===== config.mk =====
export PLATFORM = sky130hd
export DESIGN_NAME = uart_tx_path
export DESIGN_NICKNAME = d
export VERILOG_FILES = /design/src/rtl/uart_tx_pkg.sv /design/src/rtl/uart_tx_fifo.sv /design/src/rtl/uart_tx_shifter.sv /design/src/rtl/uart_tx_path.sv
export SDC_FILE = /design/constraint.sdc
export NUM_CORES = 1
export LEC_CHECK = 0
export BUFFER_PORTS_ARGS = -buffer_cell sky130_fd_sc_hd__buf_4
export CORE_AREA = 2 2 176 178
export DETAILED_ROUTE_END_ITERATION = 8
export DIE_AREA = 0 0 178 180
export GPL_TIMING_DRIVEN = 0
export PLACE_DENSITY = 0.63
export SYNTH_ARGS = -nofsm -noshare
export SYNTH_HDL_FRONTEND = slang
export SYNTH_SLANG_ARGS = --single-unit

===== constraint.sdc =====
create_clock -name clk -period 5.21 [get_ports clk]
set_clock_uncertainty 0.1 [all_clocks]
set_input_delay 0.2605 -clock clk [delete_from_list [all_inputs] [get_ports clk]]
set_output_delay 0.2605 -clock clk [all_outputs]
set_load 0.01 [all_outputs]

===== src/rtl/uart_tx_pkg.sv =====
package uart_tx_pkg;
  localparam int FRAME_MAX = 12;
  localparam int LEN_W = 4;

  typedef struct packed {
    logic [1:0] word_len;
    logic       two_stop;
    logic       par_en;
    logic       par_odd;
  } tx_cfg_t;

  // Full line image of one character, bit 0 first; unused high bits stay 1.
  function automatic logic [FRAME_MAX-1:0] build_frame(input logic [7:0] d, input tx_cfg_t c);
    logic [FRAME_MAX-1:0] f;
    logic p;
    int n;
    n = 5 + int'(c.word_len);
    f = '1;
    f[0] = 1'b0;
    p = c.par_odd;
    for (int i = 0; i < 8; i++) begin
      if (i < n) begin
        f[1+i] = d[i];
        p = p ^ d[i];
      end
    end
    if (c.par_en) f[1+n] = p;
    return f;
  endfunction

  function automatic logic [LEN_W-1:0] frame_len(input tx_cfg_t c);
    return LEN_W'(7) + LEN_W'(c.word_len) + LEN_W'(c.par_en) + LEN_W'(c.two_stop);
  endfunction
endpackage


===== src/rtl/uart_tx_fifo.sv =====
module uart_tx_fifo #(
  parameter int DEPTH = 32,
  parameter int WIDTH = 8,
  localparam int AW = (DEPTH > 1) ? $clog2(DEPTH) : 1,
  localparam int CW = $clog2(DEPTH + 1)
) (
  input  logic             clk,
  input  logic             rst_n,
  input  logic             single_mode,
  input  logic             push_valid,
  input  logic [WIDTH-1:0] push_data,
  output logic             push_ready,
  input  logic             pop,
  output logic [WIDTH-1:0] pop_data,
  output logic             empty,
  output logic [CW-1:0]    count
);
  logic [WIDTH-1:0] mem [DEPTH];
  logic [AW-1:0] wr_ptr, rd_ptr;
  logic [CW-1:0] cap;
  logic do_push, do_pop;

  assign cap        = single_mode ? CW'(1) : CW'(DEPTH);
  assign push_ready = (count < cap);
  assign do_push    = push_valid && push_ready;
  assign do_pop     = pop && (count != '0);
  assign empty      = (count == '0);
  assign pop_data   = mem[rd_ptr];

  function automatic logic [AW-1:0] bump(input logic [AW-1:0] p);
    return (p == AW'(DEPTH - 1)) ? '0 : p + AW'(1);
  endfunction

  always_ff @(posedge clk) begin
    if (do_push) mem[wr_ptr] <= push_data;
  end

  always_ff @(posedge clk or negedge rst_n) begin
    if (!rst_n) begin
      wr_ptr <= '0;
      rd_ptr <= '0;
      count  <= '0;
    end else begin
      if (do_push) wr_ptr <= bump(wr_ptr);
      if (do_pop)  rd_ptr <= bump(rd_ptr);
      case ({do_push, do_pop})
        2'b10:   count <= count + CW'(1);
        2'b01:   count <= count - CW'(1);
        default: count <= count;
      endcase
    end
  end
endmodule


===== src/rtl/uart_tx_shifter.sv =====
module uart_tx_shifter
  import uart_tx_pkg::*;
(
  input  logic       clk,
  input  logic       rst_n,
  input  logic       tick,
  input  logic       src_valid,
  input  logic [7:0] src_data,
  input  tx_cfg_t    cfg,
  output logic       src_take,
  output logic       tx_out,
  output logic       busy
);
  logic [FRAME_MAX-1:0] sh;
  logic [LEN_W-1:0]     left;
  logic                 at_end;

  // Idle or in the final bit period: ready to start the next frame on this tick.
  assign at_end   = (left <= LEN_W'(1));
  assign src_take = tick && src_valid && at_end;
  assign busy     = (left != '0);
  assign tx_out   = sh[0];

  always_ff @(posedge clk or negedge rst_n) begin
    if (!rst_n) begin
      sh   <= '1;
      left <= '0;
    end else if (tick) begin
      if (src_take) begin
        sh   <= build_frame(src_data, cfg);
        left <= frame_len(cfg);
      end else if (left != '0) begin
        sh   <= {1'b1, sh[FRAME_MAX-1:1]};
        left <= left - LEN_W'(1);
      end
    end
  end
endmodule


===== src/rtl/uart_tx_path.sv =====
module uart_tx_path
  import uart_tx_pkg::*;
#(
  parameter int DEPTH = 32,
  localparam int CW = $clog2(DEPTH + 1)
) (
  input  logic       clk,
  input  logic       rst_n,
  input  logic       fifo_en,
  input  logic       baud_tick,
  input  logic [1:0] word_len,
  input  logic       two_stop,
  input  logic       par_en,
  input  logic       par_odd,
  input  logic       wr_valid,
  input  logic [7:0] wr_data,
  output logic       wr_ready,
  output logic       tx_out,
  output logic       hold_empty,
  output logic       tx_empty
);
  tx_cfg_t       cfg;
  logic          take, q_empty, sh_busy;
  logic [7:0]    q_data;
  logic [CW-1:0] fill_count;

  assign cfg = '{word_len: word_len, two_stop: two_stop, par_en: par_en, par_odd: par_odd};

  uart_tx_fifo #(.DEPTH(DEPTH), .WIDTH(8)) u_fifo (
    .clk        (clk),
    .rst_n      (rst_n),
    .single_mode(!fifo_en),
    .push_valid (wr_valid),
    .push_data  (wr_data),
    .push_ready (wr_ready),
    .pop        (take),
    .pop_data   (q_data),
    .empty      (q_empty),
    .count      (fill_count)
  );

  uart_tx_shifter u_shift (
    .clk      (clk),
    .rst_n    (rst_n),
    .tick     (baud_tick),
    .src_valid(!q_empty),
    .src_data (q_data),
    .cfg      (cfg),
    .src_take (take),
    .tx_out   (tx_out),
    .busy     (sh_busy)
  );

  assign hold_empty = q_empty;
  assign tx_empty   = q_empty && !sh_busy;
endmodule


==> results.json, run 1 <==
{
  "synthFlopType": "edfxtp_1",
  "coreArea_sq_um": 30200,
  "grt_overflow_total": 0,
  "yosysTopAreaCell": "edfxtp_1",
  "crit_arrival_ps": 5350,
  "fin_nets": 744,
  "ys_types": 48,
  "avgSynthCellArea_sq_um": 18.5,
  "ir_drop_mv": 0.240,
  "dieHeight_um": 180,
  "grt_pass1_vias": 6392,
  "vias": 6164,
  "rows": 64,
  "synth_top_family_by_area": "multiplexers",
  "final-hold-violation-count": 0,
  "synth-xor-area-share_pct": 1.40,
  "clkTransAtPathRegs_ps": 60,
  "fin_ws_ps": 194,
  "cts_root_buffer": "clkbuf_16",
  "drt_iter0_drc": 745,
  "fin_util_pct": 44.9,
  "synth-seq-cells": 288,
  "h-tree-depth": 1,
  "synth_compound_area_share_pct": 2.64,
  "cts_sinks": 288,
  "maxCapViolations": 0,
  "synth_simple_gate_area_share_pct": 4.81,
  "startpoint_type": "flip-flop",
  "slew_viol_final": 0,
  "via_per_inst": 5.50,
  "yosysWarningCount": 0,
  "setup-violations-final": 0,
  "ys_seq_area_share_pct": 71.1,
  "synth_edf_count": 256,
  "cts_tree": "done",
  "leakage_nw": 4.48,
  "port_buffers": 21,
  "syn_nets": 688,
  "muxShareOfSynthArea_pct": 15.9,
  "ios": 22,
  "p_total_mw": 6.77,
  "hpwlAfterDp_um": 17000,
  "dpl_cell_area_sq_um": 12600,
  "wl_per_cell_um": 23.5,
  "cts_buffers": 29,
  "grt_pass1_wl_um": 39200,
  "setup_tns_ps": 0,
  "critPathRequiredTime_ps": 5550,
  "period_needed_ps": 5020,
  "crit_path_end_kind": "flip-flop",
  "criticalPathCategory": "flip-flop to flip-flop",
  "synth_area_sq_um": 12000,
  "antenna_found_initial": 0,
  "fmax_mhz": 199,
  "slew-limit-headroom_pct": 31.6,
  "clock_path_buffers": 3,
  "critical_path.max_fanout": 10,
  "synth_area_leaders": "edfxtp_1, mux4_2, dfrtp_1",
  "tightest_slew_ps": 1020,
  "ys_async_sr_fraction_pct": 11.1,
  "outcome": "completed",
  "synthAdderAreaFrac_pct": 2.43,
  "drive_gt1_share_pct": 23.2,
  "cellPowerDensity_nw_per_um2": 500,
  "num-fill-cells": 2529,
  "grt_start_max_net_pins": 33,
  "dr.pass1.iters": 5,
  "die-width_um": 178,
  "insertion_delay_ps": 540,
  "hp-class": "input port to flip-flop",
  "cts_resized": 0,
  "rsz0062_at_grt": "no",
  "cts_hold_buf": 4,
  "synth_top_area_share_pct": 64.3,
  "post-route-period-util_pct": 96.3,
  "synthCells": 648,
  "start_util_pct": 39.6,
  "cts_setup_buffers": 0,
  "place.gp.congestion": 0.826,
  "drc_errors": 0,
  "wirelength_um": 26300,
  "antennaDiodeCount": 0,
  "ant_nets": 0,
  "place_ws_ps": 301,
  "grtUsageTotal_pct": 16.6,
  "area_growth_pct": 13.2,
  "fp.dieArea_sq_um": 32000,
  "fin_area_sq_um": 13500
}
-- Yosys cell counts (2+ instances only) --
master and number:
edfxtp_1 256, mux4_2 80, nor2_1 50, nand2_1 41, dfrtp_1 20, ha_1 20
inv_1 18, o21ai_0 17, clkbuf_1 14, a21oi_1 13, dfstp_2 12, buf_2 10
nand3_1 9, mux2i_1 8, xnor2_1 7, xor2_1 7, buf_1 6, and3_1 5
o21ai_1 5, a21o_1 4, or3_1 4, nand3b_1 3, nor3_1 3, or3b_2 3
a22oi_1 2, a31oi_1 2, fa_1 2, mux2_2 2, nor2b_1 2, nor4_1 2
o22ai_1 2, or4_1 2, xnor3_1 2
-- per-layer routing --
metal,share of wire [%],GRT usage (%)
met5,0,0
met4,3.5,5.93
met3,4.7,2.41
met2,49,27.5
met1,42,22.5
-- worst max-delay path, cell delays in order (launching register included) --
cell	delay (ps)
dfrtp_1	530
buf_1	650
buf_2	470
buf_2	440
buf_1	620
mux4_2	460
mux4_2	520
mux2i_1	320
nor2_1	120
xor2_1	200
xnor3_1	250
o21ai_1	150
a21oi_1	90
-- metrics by stage --
stage               cells  hold slack (ps)
floorplan             648             -135
global placement     1065              118
detailed placement   1065              126
CTS                  1121             23.9
global route         1121             38.7
finish               1121             42.6
-- report_power, final --
| part | internal (mW) | switching [mW] |
|---|---|---|
| clock network | 1.12 | 0.828 |
| logic | 0.941 | 1.09 |
| registers | 2.69 | 0.0969 |
| total | 4.75 | 2.02 |
-- state kept, by name, summed over array words and instances (netlist names) --
signal / count
u_fifo.mem: 256
u_shift.left: 4
u_shift.sh: 12
u_fifo.rd_ptr: 5
u_fifo.count: 6
u_fifo.wr_ptr: 5
-- layout make-up --
class	instances	area, sq um	area share (%)
buffer	31	133	0.979
clock buffer	36	752	5.55
timing repair buffer	25	198	1.46
clock inverter	16	136	1.01
tap	396	495	3.66
inverter	20	75.1	0.554
sequential	288	8500	62.8
multi-input combinational	309	3250	24.0
-- kinds of logic after synthesis --
| logic type | count (synthesis) |
|---|---|
| flops | 288 |
| compound gates | 53 |
| xor+xnor | 16 |
| simple gates | 128 |
| mux | 90 |
| fa+ha+maj | 22 |
| buf+inv | 51 |
-- path summary, 6_finish.rpt --
check | start | to | slack [ps] | depth (start not counted)
setup reg to reg | u_fifo.rd_ptr[2] | u_shift.sh[5] | 190 | 12
hold / removal | wr_data[6] | u_fifo.mem[21][6] | 40 | 1
min in group asynchronous | rst_n | u_fifo.count[4] | 100 | 2
max in group asynchronous | rst_n | u_shift.sh[1] | 4560 | 2
hold reg to reg | u_shift.sh[0] | u_shift.sh[0] | 360 | 2
setup / recovery | u_fifo.rd_ptr[2] | u_shift.sh[5] | 190 | 12
-- cells in the final DEF (no fill, tap or decap), types with 3 or more instances in the layout --
cell type and n:
clkinv_2 3, clkinv_1 8, mux2i_1 8, dfstp_2 12
ha_1 20, edfxtp_1 256, or3_1 4, o21ai_1 5
dlygate4sd3_1 4, nor3_1 3, buf_1 6, nand3b_1 3
clkbuf_1 21, xor2_1 7, mux4_2 80, o21ai_0 17
a21oi_1 13, or3b_2 3, buf_2 10, dfrtp_1 20
nor2_1 50, a21o_1 4, clkbuf_16 29, nand2_1 41
clkinv_4 3, and3_1 5, nand3_1 9, xnor2_1 7
inv_1 18, buf_4 22
No activity file was read; power rests on OpenSTA's default activity.
==> run 2: changes to the inputs <==
--- a/config.mk
+++ b/config.mk
@@ -6,11 +6,11 @@
 export NUM_CORES = 1
 export LEC_CHECK = 0
 export BUFFER_PORTS_ARGS = -buffer_cell sky130_fd_sc_hd__buf_4
-export CORE_AREA = 2 2 176 178
+export CORE_AREA = 2 2 137 152
 export DETAILED_ROUTE_END_ITERATION = 8
-export DIE_AREA = 0 0 178 180
+export DIE_AREA = 0 0 139 154
 export GPL_TIMING_DRIVEN = 0
-export PLACE_DENSITY = 0.63
+export PLACE_DENSITY = 0.85
 export SYNTH_ARGS = -nofsm -noshare
 export SYNTH_HDL_FRONTEND = slang
 export SYNTH_SLANG_ARGS = --single-unit
==> run 2 against run 1 <==
Against the previous run:
- critical path depth did not move
- sequential power about the same
- register-to-register slack gained 30 ps
- routed wire length is 3.3% higher
- largest power group unchanged
- clock-buffer cell count down 4
==> results.json, run 2 (synthesized netlist as in run 1, its figures left out) <==
{
  "criticalPathCategory": "flip-flop to flip-flop",
  "antenna_found_initial": 1,
  "path_cells": "buf_1 > buf_2 > buf_2 > buf_1 > mux4_2 > mux4_2 > mux2i_1 > nor2_1 > xor2_1 > xnor3_1 > o21ai_1 > a21oi_1",
  "antennaDiodeCount": 0,
  "slew-limit-headroom_pct": 31.4,
  "ios": 22,
  "dp_cells": 921,
  "layout_commonest_cell": "edfxtp_1",
  "largest_reg_flops": 256,
  "cts_resized": 0,
  "crit_arrival_ps": 5330,
  "drt_iter0_drc": 803,
  "min_path_cells": 1,
  "met1_usage_pct": 37.3,
  "top_register": "u_fifo.mem",
  "met3_usage_pct": 4.64,
  "wirelength_um": 27200,
  "p_int_mw": 4.73,
  "fin_area_sq_um": 13400,
  "critPathRequiredTime_ps": 5560,
  "tightest_slew_ps": 1030,
  "fin_nets": 743,
  "rows": 54,
  "drc_errors": 0,
  "rsz0062_at_grt": "no",
  "hpwlAfterDp_um": 16700,
  "crit_slowest_cell": "buf_1",
  "reg_top3": "u_fifo.mem x256, u_shift.sh x12, u_fifo.count x6",
  "switching_share_pct": 30.5,
  "ant_nets": 0,
  "grt_use_met2_pct": 41.2,
  "grt_start_max_net_pins": 33,
  "coreArea_sq_um": 19700,
  "fin_ws_ps": 228,
  "rr_worst_depth": 12,
  "period_needed_ps": 4980,
  "via_per_inst": 6.65,
  "outcome": "completed",
  "clockPowerShare_pct": 28.7,
  "cts_setup_buffers": 0,
  "h-tree-depth": 1,
  "startpoint_type": "flip-flop",
  "area_growth_pct": 11.7,
  "drive_gt1_share_pct": 24.0,
  "hp-class": "input port to flip-flop",
  "post-route-period-util_pct": 95.6,
  "instances_no_fill": 977,
  "fin_util_pct": 67.7,
  "fp.dieArea_sq_um": 21400,
  "cts_tree": "done",
  "wl_per_cell_um": 27.8,
  "cts_buffers": 28,
  "num-fill-cells": 1187,
  "p_total_mw": 6.80,
  "setup_tns_ps": 0,
  "final-hold-violation-count": 0,
  "start_util_pct": 60.6,
  "vias": 6497,
  "dpl_cell_area_sq_um": 12400,
  "max_stage_delay_ps": 740,
  "grtUsageTotal_pct": 25.9,
  "port_buffers": 21,
  "leakage_nw": 4.48,
  "slew_viol_final": 0,
  "grt_overflow_total": 0,
  "crit_path_end_kind": "flip-flop",
  "layout_common_cells": "edfxtp_1, mux4_2, nor2_1",
  "critical_path.max_fanout": 10,
  "grt_pass1_vias": 6572,
  "cts_hold_buf": 4,
  "whs_ps": 42.1,
  "p_sw_mw": 2.07,
  "place.gp.congestion": 0.865,
  "clock_path_buffers": 3,
  "dieHeight_um": 154,
  "dr.pass1.iters": 5,
  "cellPowerDensity_nw_per_um2": 509,
  "comb_power_share_pct": 30.2,
  "insertion_delay_ps": 550,
  "place_ws_ps": 324,
  "setup-violations-final": 0,
  "seqPwrFrac_pct": 41.1,
  "maxCapViolations": 0,
  "grt_busiest_layer": "met2",
  "clkTransAtPathRegs_ps": 70,
  "fmax_mhz": 201,
  "cts_root_buffer": "clkbuf_16",
  "grt_pass1_wl_um": 41100,
  "cts_sinks": 288,
  "die-width_um": 139,
  "ir_drop_mv": 0.404
}
==> run 2: changes by cell type in the layout (fill, tap and decap cells not counted), sizes merged <==
cell,delta
clkinvlp,+2
clkbuf,-4
inv,+1
clkinv,+1
==> run 2: power groups by stage <==
stage | clock network [mW] | registers (mW) | logic [mW]
2_1_floorplan | 0 | 2.80 | 1.46
3_3_place_gp | 0 | 2.82 | 1.93
3_5_place_dp | 0 | 2.83 | 2.01
4_1_cts | 1.97 | 2.79 | 2.04
5_1_grt | 2.05 | 2.81 | 2.19
6_report | 1.95 | 2.80 | 2.05
==> run 2: worst paths after layout <==
path	startpoint	to	slack (ps)
setup / recovery	u_fifo.rd_ptr[2]	u_shift.sh[5]	230
hold reg to reg	u_shift.sh[6]	u_shift.sh[6]	370
hold / removal	wr_data[2]	u_fifo.mem[8][2]	40
min in group asynchronous	rst_n	u_fifo.wr_ptr[3]	90
max in group asynchronous	rst_n	u_shift.sh[5]	4580
setup reg to reg	u_fifo.rd_ptr[2]	u_shift.sh[5]	230
==> run 2: worst max-delay path, delay by kind of cell, from the launching register on <==
kind	cells	cell delay [ps]
buffers and inverters	4	2280
AOI/OAI and AO/OA	2	210
DFF	1	470
xor gates and xnor gates	2	400
and+or+nand+nor	1	100
muxes	3	1300
==> run 2: final cells by class <==
| type | instances | area [sq um] | share of cell area, % |
|---|---|---|---|
| buffer | 31 | 133 | 0.992 |
| inverter | 20 | 75.1 | 0.562 |
| sequential | 288 | 8500 | 63.6 |
| timing repair buffer | 25 | 198 | 1.48 |
| clock buffer | 32 | 716 | 5.35 |
| multi-input combinational | 309 | 3250 | 24.3 |
| tap | 252 | 315 | 2.36 |
| clock inverter | 20 | 173 | 1.29 |
==> run 2: routing by layer <==
| metal | vias to the layer above | part of all wire [%] |
|---|---|---|
| li1 | 2681 | - |
| met4 | 0 | 3.2 |
| met2 | 425 | 48 |
| met1 | 3332 | 39 |
| met5 | - | 0 |
| met3 | 59 | 9.6 |
==> run 3: changes to the inputs <==
--- a/config.mk
+++ b/config.mk
@@ -6,11 +6,10 @@
 export NUM_CORES = 1
 export LEC_CHECK = 0
 export BUFFER_PORTS_ARGS = -buffer_cell sky130_fd_sc_hd__buf_4
-export CORE_AREA = 2 2 137 152
+export CORE_AREA = 2 2 159 177
 export DETAILED_ROUTE_END_ITERATION = 8
-export DIE_AREA = 0 0 139 154
+export DIE_AREA = 0 0 161 179
 export GPL_TIMING_DRIVEN = 0
-export PLACE_DENSITY = 0.85
 export SYNTH_ARGS = -nofsm -noshare
 export SYNTH_HDL_FRONTEND = slang
 export SYNTH_SLANG_ARGS = --single-unit
==> run 3 against run 2 <==
Against the previous run:
- combinational power barely moved
- cell count rose by 12%
- clock-buffer cell count rose by 4
- routed wire length fell by 0.26%
- clock power rose by 6%
- non-clock buffer count did not move
- die area rose by 35%
- worst hold slack got worse by 5.6 ps
- utilization fell by 18 points
- sequential power barely moved
==> results.json, run 3 (synthesized netlist as in run 1, its figures left out) <==
{
  "cts_sinks": 288,
  "critical_path.max_fanout": 10,
  "rows": 64,
  "hpwlAfterDp_um": 17500,
  "clock_path_buffers": 3,
  "fp.dieArea_sq_um": 28800,
  "place_ws_ps": 156,
  "place.gp.congestion": 0.815,
  "slew_viol_final": 0,
  "tightest_slew_ps": 965,
  "hp-class": "input port to flip-flop",
  "dieHeight_um": 179,
  "drt_iter0_drc": 669,
  "final-hold-violation-count": 0,
  "criticalPathCategory": "flip-flop to flip-flop",
  "start_util_pct": 43.9,
  "dr.pass1.iters": 6,
  "via_per_inst": 5.68,
  "crit_path_end_kind": "flip-flop",
  "maxCapViolations": 0,
  "path_cells": "clkdlybuf4s15_1 > buf_2 > buf_2 > mux4_2 > mux4_2 > mux2i_1 > xnor2_1 > a22oi_1 > xor2_1 > or4_1 > o211a_1",
  "crit_slowest_cell": "clkdlybuf4s15_1",
  "setup-violations-final": 0,
  "slew-limit-headroom_pct": 35.7,
  "crit_arrival_ps": 5140,
  "post-route-period-util_pct": 91.4,
  "layout_common_cells": "edfxtp_1, mux4_2, nor2_1",
  "outcome": "completed",
  "period_needed_ps": 4760,
  "grt_start_max_net_pins": 33,
  "wl_per_cell_um": 24.9,
  "leakage_nw": 4.51,
  "fin_ws_ps": 448,
  "fin_nets": 744,
  "wirelength_um": 27100,
  "startpoint_type": "flip-flop",
  "grtUsageTotal_pct": 19.3,
  "rsz0062_at_grt": "no",
  "top_register": "u_fifo.mem",
  "grt_pass1_vias": 6316,
  "cts_root_buffer": "clkbuf_16",
  "ios": 22,
  "drc_errors": 0,
  "port_buffers": 21,
  "reg_top3": "u_fifo.mem x256, u_shift.sh x12, u_fifo.count x6",
  "grt_pass1_wl_um": 40400,
  "coreArea_sq_um": 27200,
  "h-tree-depth": 1,
  "ir_drop_mv": 0.241,
  "grt_overflow_total": 0,
  "insertion_delay_ps": 550,
  "cts_buffers": 29,
  "clkTransAtPathRegs_ps": 70,
  "largest_reg_flops": 256,
  "critPathRequiredTime_ps": 5590,
  "drive_gt1_share_pct": 23.7,
  "antennaDiodeCount": 0,
  "layout_commonest_cell": "edfxtp_1",
  "cts_tree": "done",
  "die-width_um": 161,
  "setup_tns_ps": 0,
  "max_stage_delay_ps": 710,
  "area_growth_pct": 13.4,
  "vias": 6193,
  "cellPowerDensity_nw_per_um2": 510,
  "antenna_found_initial": 0,
  "fmax_mhz": 210,
  "ant_nets": 0
}
==> run 3: cell type report <==
| cell class | count | area [sq um] |
|---|---|---|
| fill | 2226 | 13700 |
| sequential | 288 | 8500 |
| multi-input combinational | 309 | 3250 |
| clock buffer | 36 | 752 |
| tap | 363 | 454 |
| timing repair buffer | 25 | 198 |
| clock inverter | 18 | 193 |
| buffer | 31 | 140 |
| inverter | 20 | 75.1 |
==> run 3: report_power, final <==
group	internal [mW]	leakage, nW	total, mW	switching (mW)
combinational	0.945	1.38	2.06	1.11
sequential	2.69	2.67	2.79	0.0977
clock	1.22	0.457	2.07	0.852
total	4.86	4.51	6.93	2.07
==> run 3: per-layer routing <==
layer  global-route usage, %  routed length, um  share of wire [%]  vias to the layer above
met5                       0                  0                  0                        -
met4                    5.88                689                2.5                        0
met3                    3.01               1590                5.9                       41
met2                    32.9              13800                 51                      201
met1                    26.0              11100                 41                     3269
li1                        -                  -                  -                     2682
==> run 3: stage by stage <==
stage / cell area [sq um] / hold WS [ps] / instances / util, % / power [mW]
CTS: 13600 / 30.1 / 1090 / 49.8 / 6.96
detailed placement: 12600 / 131 / 1032 / 46.2 / 4.89
finish: 13600 / 36.5 / 1090 / 49.8 / 6.93
global placement: 12600 / 119 / 1032 / 46.2 / 4.84
floorplan: 12000 / -135 / 648 / - / 4.26
global route: 13600 / 32.1 / 1090 / 49.8 / 7.22
==> run 3: repair_timing <==
item / CTS / global route
buffers inserted: 0 / 0
hold buffers: 4 / 0
gates resized for setup: 0 / 2
endpoints found under the setup margin: 0 / 1
endpoints found under the hold margin: 38 / 0
==> run 3: worst max-delay path, delay by kind of cell (launching register included) <==
family | cells | cell delay, ps
buf+inv | 3 | 1590
xor+xnor | 2 | 310
simple gates | 1 | 550
compound gates | 2 | 370
flops | 1 | 480
mux | 3 | 1290
==> run 3: final timing paths <==
| kind | startpoint | endpoint | slack (ps) | cells after the start |
|---|---|---|---|---|
| max | u_fifo.rd_ptr[2] | u_shift.sh[9] | 450 | 11 |
| min | wr_data[2] | u_fifo.mem[12][2] | 40 | 1 |
| max reg2reg | u_fifo.rd_ptr[2] | u_shift.sh[9] | 450 | 11 |
| min reg2reg | u_shift.sh[0] | u_shift.sh[0] | 370 | 2 |
| max in group asynchronous | rst_n | u_shift.sh[3] | 4570 | 2 |
| min in group asynchronous | rst_n | u_fifo.count[3] | 100 | 2 |
